<file path="config.mk">
export PLATFORM = sky130hd
export DESIGN_NAME = gpio_port
export DESIGN_NICKNAME = d
export VERILOG_FILES = /design/src/rtl/gpio_pkg.sv /design/src/rtl/gpio_regs.sv /design/src/rtl/gpio_sync.sv /design/src/rtl/gpio_pin_ctrl.sv /design/src/rtl/gpio_port.sv
export SDC_FILE = /design/constraint.sdc
export NUM_CORES = 1
export LEC_CHECK = 0
export CAP_MARGIN = 30
export CORE_MARGIN = 2
export CORE_UTILIZATION = 30
export DETAILED_ROUTE_END_ITERATION = 8
export DONT_BUFFER_PORTS = 1
export GPL_TIMING_DRIVEN = 0
export SYNTH_ARGS = -nofsm -noshare
export SYNTH_HDL_FRONTEND = slang
export SYNTH_SLANG_ARGS = --single-unit
</file>
<file path="constraint.sdc">
create_clock -name clk_i -period 1.75 [get_ports clk_i]
set_clock_uncertainty 0.15 [all_clocks]
set_input_delay 0.0875 -clock clk_i [delete_from_list [all_inputs] [get_ports clk_i]]
set_output_delay 0.0875 -clock clk_i [all_outputs]
set_load 0.05 [all_outputs]
</file>
<file path="src/rtl/gpio_pkg.sv">
package gpio_pkg;
  typedef enum logic [1:0] {
    ADDR_PIN = 2'd0,
    ADDR_DIR = 2'd1,
    ADDR_OUT = 2'd2,
    ADDR_RSV = 2'd3
  } gpio_addr_e;
endpackage

</file>
<file path="src/rtl/gpio_regs.sv">
module gpio_regs
  import gpio_pkg::*;
#(
  parameter int unsigned NPINS = 8
) (
  input  logic             clk_i,
  input  logic             rst_ni,
  input  logic             wr_en_i,
  input  logic             rd_en_i,
  input  logic [1:0]       addr_i,
  input  logic [NPINS-1:0] wdata_i,
  input  logic [NPINS-1:0] pin_i,
  output logic [NPINS-1:0] dir_o,
  output logic [NPINS-1:0] out_o,
  output logic [NPINS-1:0] rdata_o
);
  gpio_addr_e sel;
  assign sel = gpio_addr_e'(addr_i);

  always_ff @(posedge clk_i or negedge rst_ni) begin
    if (!rst_ni) begin
      dir_o <= '0;
      out_o <= '0;
    end else if (wr_en_i) begin
      if (sel == ADDR_DIR) dir_o <= wdata_i;
      if (sel == ADDR_OUT) out_o <= wdata_i;
    end
  end

  always_comb begin
    rdata_o = '0;
    if (rd_en_i) begin
      unique case (sel)
        ADDR_PIN: rdata_o = pin_i;
        ADDR_DIR: rdata_o = dir_o;
        ADDR_OUT: rdata_o = out_o;
        default:  rdata_o = '0;
      endcase
    end
  end


  dir_wr_chk: assert property (@(posedge clk_i) disable iff (!rst_ni)
    (wr_en_i && addr_i == 2'd1) |=> dir_o == $past(wdata_i));

  out_hold_chk: assert property (@(posedge clk_i) disable iff (!rst_ni)
    !(wr_en_i && addr_i == 2'd2) |=> $stable(out_o));
endmodule

</file>
<file path="src/rtl/gpio_sync.sv">
module gpio_sync #(
  parameter int unsigned NPINS = 8
) (
  input  logic             clk_i,
  input  logic             rst_ni,
  input  logic [NPINS-1:0] d_i,
  output logic [NPINS-1:0] q_o
);
  logic [NPINS-1:0] s1_q;

  // first stage on the falling edge, half a cycle of settling
  always_ff @(negedge clk_i or negedge rst_ni) begin
    if (!rst_ni) s1_q <= '0;
    else         s1_q <= d_i;
  end

  always_ff @(posedge clk_i or negedge rst_ni) begin
    if (!rst_ni) q_o <= '0;
    else         q_o <= s1_q;
  end
endmodule

</file>
<file path="src/rtl/gpio_pin_ctrl.sv">
module gpio_pin_ctrl (
  input  logic sleep_i,
  input  logic pud_i,
  input  logic dir_i,
  input  logic out_i,
  input  logic pu_ovr_en_i,
  input  logic pu_ovr_val_i,
  input  logic dir_ovr_en_i,
  input  logic dir_ovr_val_i,
  input  logic out_ovr_en_i,
  input  logic out_ovr_val_i,
  input  logic ie_ovr_en_i,
  input  logic ie_ovr_val_i,
  input  logic pad_in_i,
  output logic pad_out_o,
  output logic pad_oe_o,
  output logic pad_pu_o,
  output logic pad_ie_o,
  output logic sync_d_o
);
  logic pu_reg;

  // pull-up request uses the register bits, not the overridden ones
  assign pu_reg    = ~dir_i & out_i & ~pud_i;
  assign pad_pu_o  = pu_ovr_en_i  ? pu_ovr_val_i  : pu_reg;
  assign pad_oe_o  = dir_ovr_en_i ? dir_ovr_val_i : dir_i;
  assign pad_out_o = out_ovr_en_i ? out_ovr_val_i : out_i;
  assign pad_ie_o  = ie_ovr_en_i  ? ie_ovr_val_i  : ~sleep_i;
  assign sync_d_o  = pad_in_i & pad_ie_o;

  always_comb begin

    pu_pud_chk: assert (pu_ovr_en_i || !pad_pu_o || (!pud_i && !dir_i));

    ie_sleep_chk: assert (ie_ovr_en_i || !(sleep_i && pad_ie_o));
  end
endmodule

</file>
<file path="src/rtl/gpio_port.sv">
module gpio_port #(
  parameter int unsigned NPINS = 8
) (
  input  logic             clk_i,
  input  logic             rst_ni,
  input  logic             sleep_i,
  input  logic             pud_i,
  input  logic             wr_en_i,
  input  logic             rd_en_i,
  input  logic [1:0]       addr_i,
  input  logic [NPINS-1:0] wdata_i,
  output logic [NPINS-1:0] rdata_o,
  input  logic [NPINS-1:0] pu_ovr_en_i,
  input  logic [NPINS-1:0] pu_ovr_val_i,
  input  logic [NPINS-1:0] dir_ovr_en_i,
  input  logic [NPINS-1:0] dir_ovr_val_i,
  input  logic [NPINS-1:0] out_ovr_en_i,
  input  logic [NPINS-1:0] out_ovr_val_i,
  input  logic [NPINS-1:0] ie_ovr_en_i,
  input  logic [NPINS-1:0] ie_ovr_val_i,
  input  logic [NPINS-1:0] pad_in_i,
  output logic [NPINS-1:0] pad_out_o,
  output logic [NPINS-1:0] pad_oe_o,
  output logic [NPINS-1:0] pad_pu_o,
  output logic [NPINS-1:0] pad_ie_o,
  output logic [NPINS-1:0] periph_in_o
);
  logic [NPINS-1:0] dir_q, out_q, sync_d;

  gpio_regs #(.NPINS(NPINS)) u_regs (
    .clk_i, .rst_ni, .wr_en_i, .rd_en_i, .addr_i, .wdata_i,
    .pin_i(periph_in_o), .dir_o(dir_q), .out_o(out_q), .rdata_o
  );

  for (genvar n = 0; n < NPINS; n++) begin : g_pin
    gpio_pin_ctrl u_pin (
      .sleep_i, .pud_i,
      .dir_i(dir_q[n]),                 .out_i(out_q[n]),
      .pu_ovr_en_i(pu_ovr_en_i[n]),     .pu_ovr_val_i(pu_ovr_val_i[n]),
      .dir_ovr_en_i(dir_ovr_en_i[n]),   .dir_ovr_val_i(dir_ovr_val_i[n]),
      .out_ovr_en_i(out_ovr_en_i[n]),   .out_ovr_val_i(out_ovr_val_i[n]),
      .ie_ovr_en_i(ie_ovr_en_i[n]),     .ie_ovr_val_i(ie_ovr_val_i[n]),
      .pad_in_i(pad_in_i[n]),
      .pad_out_o(pad_out_o[n]), .pad_oe_o(pad_oe_o[n]),
      .pad_pu_o(pad_pu_o[n]),   .pad_ie_o(pad_ie_o[n]),
      .sync_d_o(sync_d[n])
    );


    oe_ovr_chk: assert property (@(posedge clk_i) disable iff (!rst_ni)
      dir_ovr_en_i[n] |-> pad_oe_o[n] == dir_ovr_val_i[n]);

    pu_ovr_chk: assert property (@(posedge clk_i) disable iff (!rst_ni)
      pu_ovr_en_i[n] |-> pad_pu_o[n] == pu_ovr_val_i[n]);
  end

  gpio_sync #(.NPINS(NPINS)) u_sync (
    .clk_i, .rst_ni, .d_i(sync_d), .q_o(periph_in_o)
  );


  rd_idle_chk: assert property (@(posedge clk_i) disable iff (!rst_ni)
    !rd_en_i |-> rdata_o == '0);
endmodule

</file>
==> summary.txt <==
status = finished, final reports clean
die span in x = 84.0 um
final core utilization = 0.360
proportion of synthesized chip area in sequential cells = 0.417
clock latency on the worst-skew pair = 0.29 ns
count of mapped cells out of synthesis = 192
Initial Utilization = 0.306
routed via count = 1391
Detailed Route WL = 4360 um
IO buf count = 0
most common cell after layout, fill and taps aside = sky130_fd_sc_hd__buf_4
area inside the core boundary = 6280 um^2
area grow syn2layout = 17.6%
simple-gate portion of the synthesized area = 0.153
Longest Clk Path Bufs = 2
Synth Net Count = 280
clock buffers created by TritonCTS = 5
CP Data Required Time = 1.51 ns
number of global-route vias before repair = 1331
Slew HR = 0.685
sort of element at the end of the critical path = primary output
number of setup violations in the final report = 0
unrepaired setup endpoints after global routing = false
DRT antenna net count = 0
adder-cell share of the synthesized area = 0
most frequent cells in the layout = 33 x sky130_fd_sc_hd__buf_4, 29 x sky130_fd_sc_hd__mux2_2, 24 x sky130_fd_sc_hd__nand2_1, 22 x sky130_fd_sc_hd__o21ai_0, 16 x sky130_fd_sc_hd__dfrtp_1
critical-path maximum fanout = 2
TritonCTS clock tree = yes
synthesized cell area = 1920 um^2
global-route usage over all layers = 0.119
largest stage delay on the critical path = 0.54 ns
leakage = 0.00101 uW
H-Tree Level Count = 2
Tcrit/Tclk final = 0.953
critical path launch point type = register
xor/xnor share of the synthesized area = 0
critical setup path kind = reg -> out
largest family of logic cells by synthesized area = multiplexers
class of the worst hold path = in -> reg
post-detailed-route wirelength per cell = 15.2 um
total die area = 7050 um^2
num rows = 29
power per standard cell area = 1040 nW/um^2
Final Max Slew Viols = 0
max-cap violations = 0
clock-pin slew reported for the worst setup and hold paths after clock tree synthesis = 0.07 ns
number of nets in the layout = 297
sum of negative setup slack = 0 ns
final hold viol count = 0
CP cell instances = mux2i_1 -> o21ai_0 -> and2_2
post-synthesis area per instance = 10.0 um^2
number of antenna violations at the first check in global routing = 0
Yosys warnings = 0
Antenna Cells = 0
arrival time at the worst endpoint = 1.43 ns
gp weighted congestion = 0.715
register bit count reported by yosys = 32
initial DRC count = 30
share of final-layout standard cells stronger than drive strength 1 = 0.429
maximum number of pins on one net before global-route repair = 25
worst slew pin tran = 0.472 ns
Compound-Gate Fraction of Synth Area = 0.0763
I/O pin count = 136
cell with the largest stage delay on the worst path = sky130_fd_sc_hd__dfrtp_2
vias per std cell = 4.85
global-route wire length before repair = 6490 um
Final Critical Period = 1.67 ns
total gr overflow = 0
worst-case vdd ir drop = 0.472 mV
root buffer cell = sky130_fd_sc_hd__clkbuf_8
Yosys cell types = 19
die height = 84.0 um
length of the first detailed-routing pass in iterations = 4
drc violations = 0
share of cell area taken by muxes after synthesis = 0.212
clock net sink count = 32
HPWL after detailed placement = 3310 um
timing-limited maximum frequency = 600 MHz
## critical path, delay by kind of cell (launching register included)
family	cells	cell delay, ns
and+or+nand+nor	1	0.33
AOI/OAI and AO/OA	1	0.17
muxes	1	0.11
DFF	1	0.54
## cell usage after synthesis
cell type / n / area (um^2)
sky130_fd_sc_hd__and2_1: 14 / 87.6
sky130_fd_sc_hd__and2b_1: 1 / 7.51
sky130_fd_sc_hd__buf_2: 2 / 10.0
sky130_fd_sc_hd__buf_4: 33 / 248
sky130_fd_sc_hd__clkbuf_1: 1 / 3.75
sky130_fd_sc_hd__dfrtn_1: 8 / 200
sky130_fd_sc_hd__dfrtp_1: 24 / 601
sky130_fd_sc_hd__inv_1: 3 / 11.3
sky130_fd_sc_hd__mux2_2: 29 / 327
sky130_fd_sc_hd__mux2i_1: 8 / 80.1
sky130_fd_sc_hd__nand2_1: 24 / 90.1
sky130_fd_sc_hd__nand2_2: 2 / 12.5
sky130_fd_sc_hd__nand2b_1: 2 / 12.5
sky130_fd_sc_hd__nand3_1: 2 / 10.0
sky130_fd_sc_hd__nand3b_1: 6 / 45.0
sky130_fd_sc_hd__nor2_1: 5 / 18.8
sky130_fd_sc_hd__nor2b_2: 1 / 8.76
sky130_fd_sc_hd__o21ai_0: 24 / 120
sky130_fd_sc_hd__o41ai_1: 3 / 26.3
## path summary, 6_finish.rpt
check	start	to	cells past startpoint	slack, ns
max reg2reg	u_sync.s1_q[2]$_DFF_NN0_	u_sync.q_o[2]$_DFF_PN0_	0	0.25
min	wr_en_i	u_regs.dir_o[5]$_DFFE_PN0P_	2	0.06
max in group asynchronous	rst_ni	u_sync.q_o[6]$_DFF_PN0_	2	1.18
max	u_sync.q_o[7]$_DFF_PN0_	rdata_o[7]	3	0.08
min reg2reg	u_regs.out_o[5]$_DFFE_PN0P_	u_regs.out_o[5]$_DFFE_PN0P_	1	0.39
min in group asynchronous	rst_ni	u_sync.q_o[2]$_DFF_PN0_	2	0.10
## registers in the layout, indices dropped and copies added, names as in the netlist
signal / count
u_sync.s1_q: 8
u_regs.out_o: 8
u_sync.q_o: 8
u_regs.dir_o: 8
## power by group
group	total, uW	leakage (uW)	switching [uW]	internal (uW)
clock network	582	0.0000455	262	320
registers	962	0.000387	125	837
logic	795	0.000573	509	285
## logic make-up (layout without fill, tap and decap cells)
kind of cell           after synthesis  after routing
AOI/OAI and AO/OA                   27             27
muxes                               37             37
buffers and inverters               39             57
and+or+nand+nor                     57             57
DFF                                 32             32
## per-layer routing
layer,wire length [um],GRT usage
met5,0,0
met4,15,0.0308
met3,376,0.0346
met2,2300,0.215
met1,1660,0.136
## final cells by class
| class | instances | area, um^2 |
|---|---|---|
| Inverter | 3 | 11.3 |
| Clock buffer | 8 | 90.1 |
| Timing Repair Buffer | 10 | 110 |
| Tap cell | 77 | 96.3 |
| Buffer | 36 | 262 |
| Sequential cell | 32 | 811 |
| Multi-Input combinational cell | 121 | 877 |
| Fill cell | 624 | 4020 |
## timing repair
item                       4_1_cts  5_1_grt
hold buffers                    10        0
resized for setup               18        1
setup endpoints to repair        8        1
hold endpoints to repair        40        0
buffers inserted                 0        0
## metrics by stage
step | setup slack [ns] | std cells | hold WS, ns | area [um^2] | total power [uW]
floorplan | 0.0384 | 192 | -0.358 | 1920 | 1650
global placement | -0.0479 | 269 | -0.357 | 2020 | 1710
detailed placement | -0.0513 | 269 | -0.357 | 2020 | 1730
CTS | 0.0717 | 287 | 0.0573 | 2260 | 2370
global route | 0.0109 | 287 | 0.0572 | 2260 | 2450
finish | 0.0821 | 287 | 0.0626 | 2260 | 2340
(Power assumes the default switching activity.)
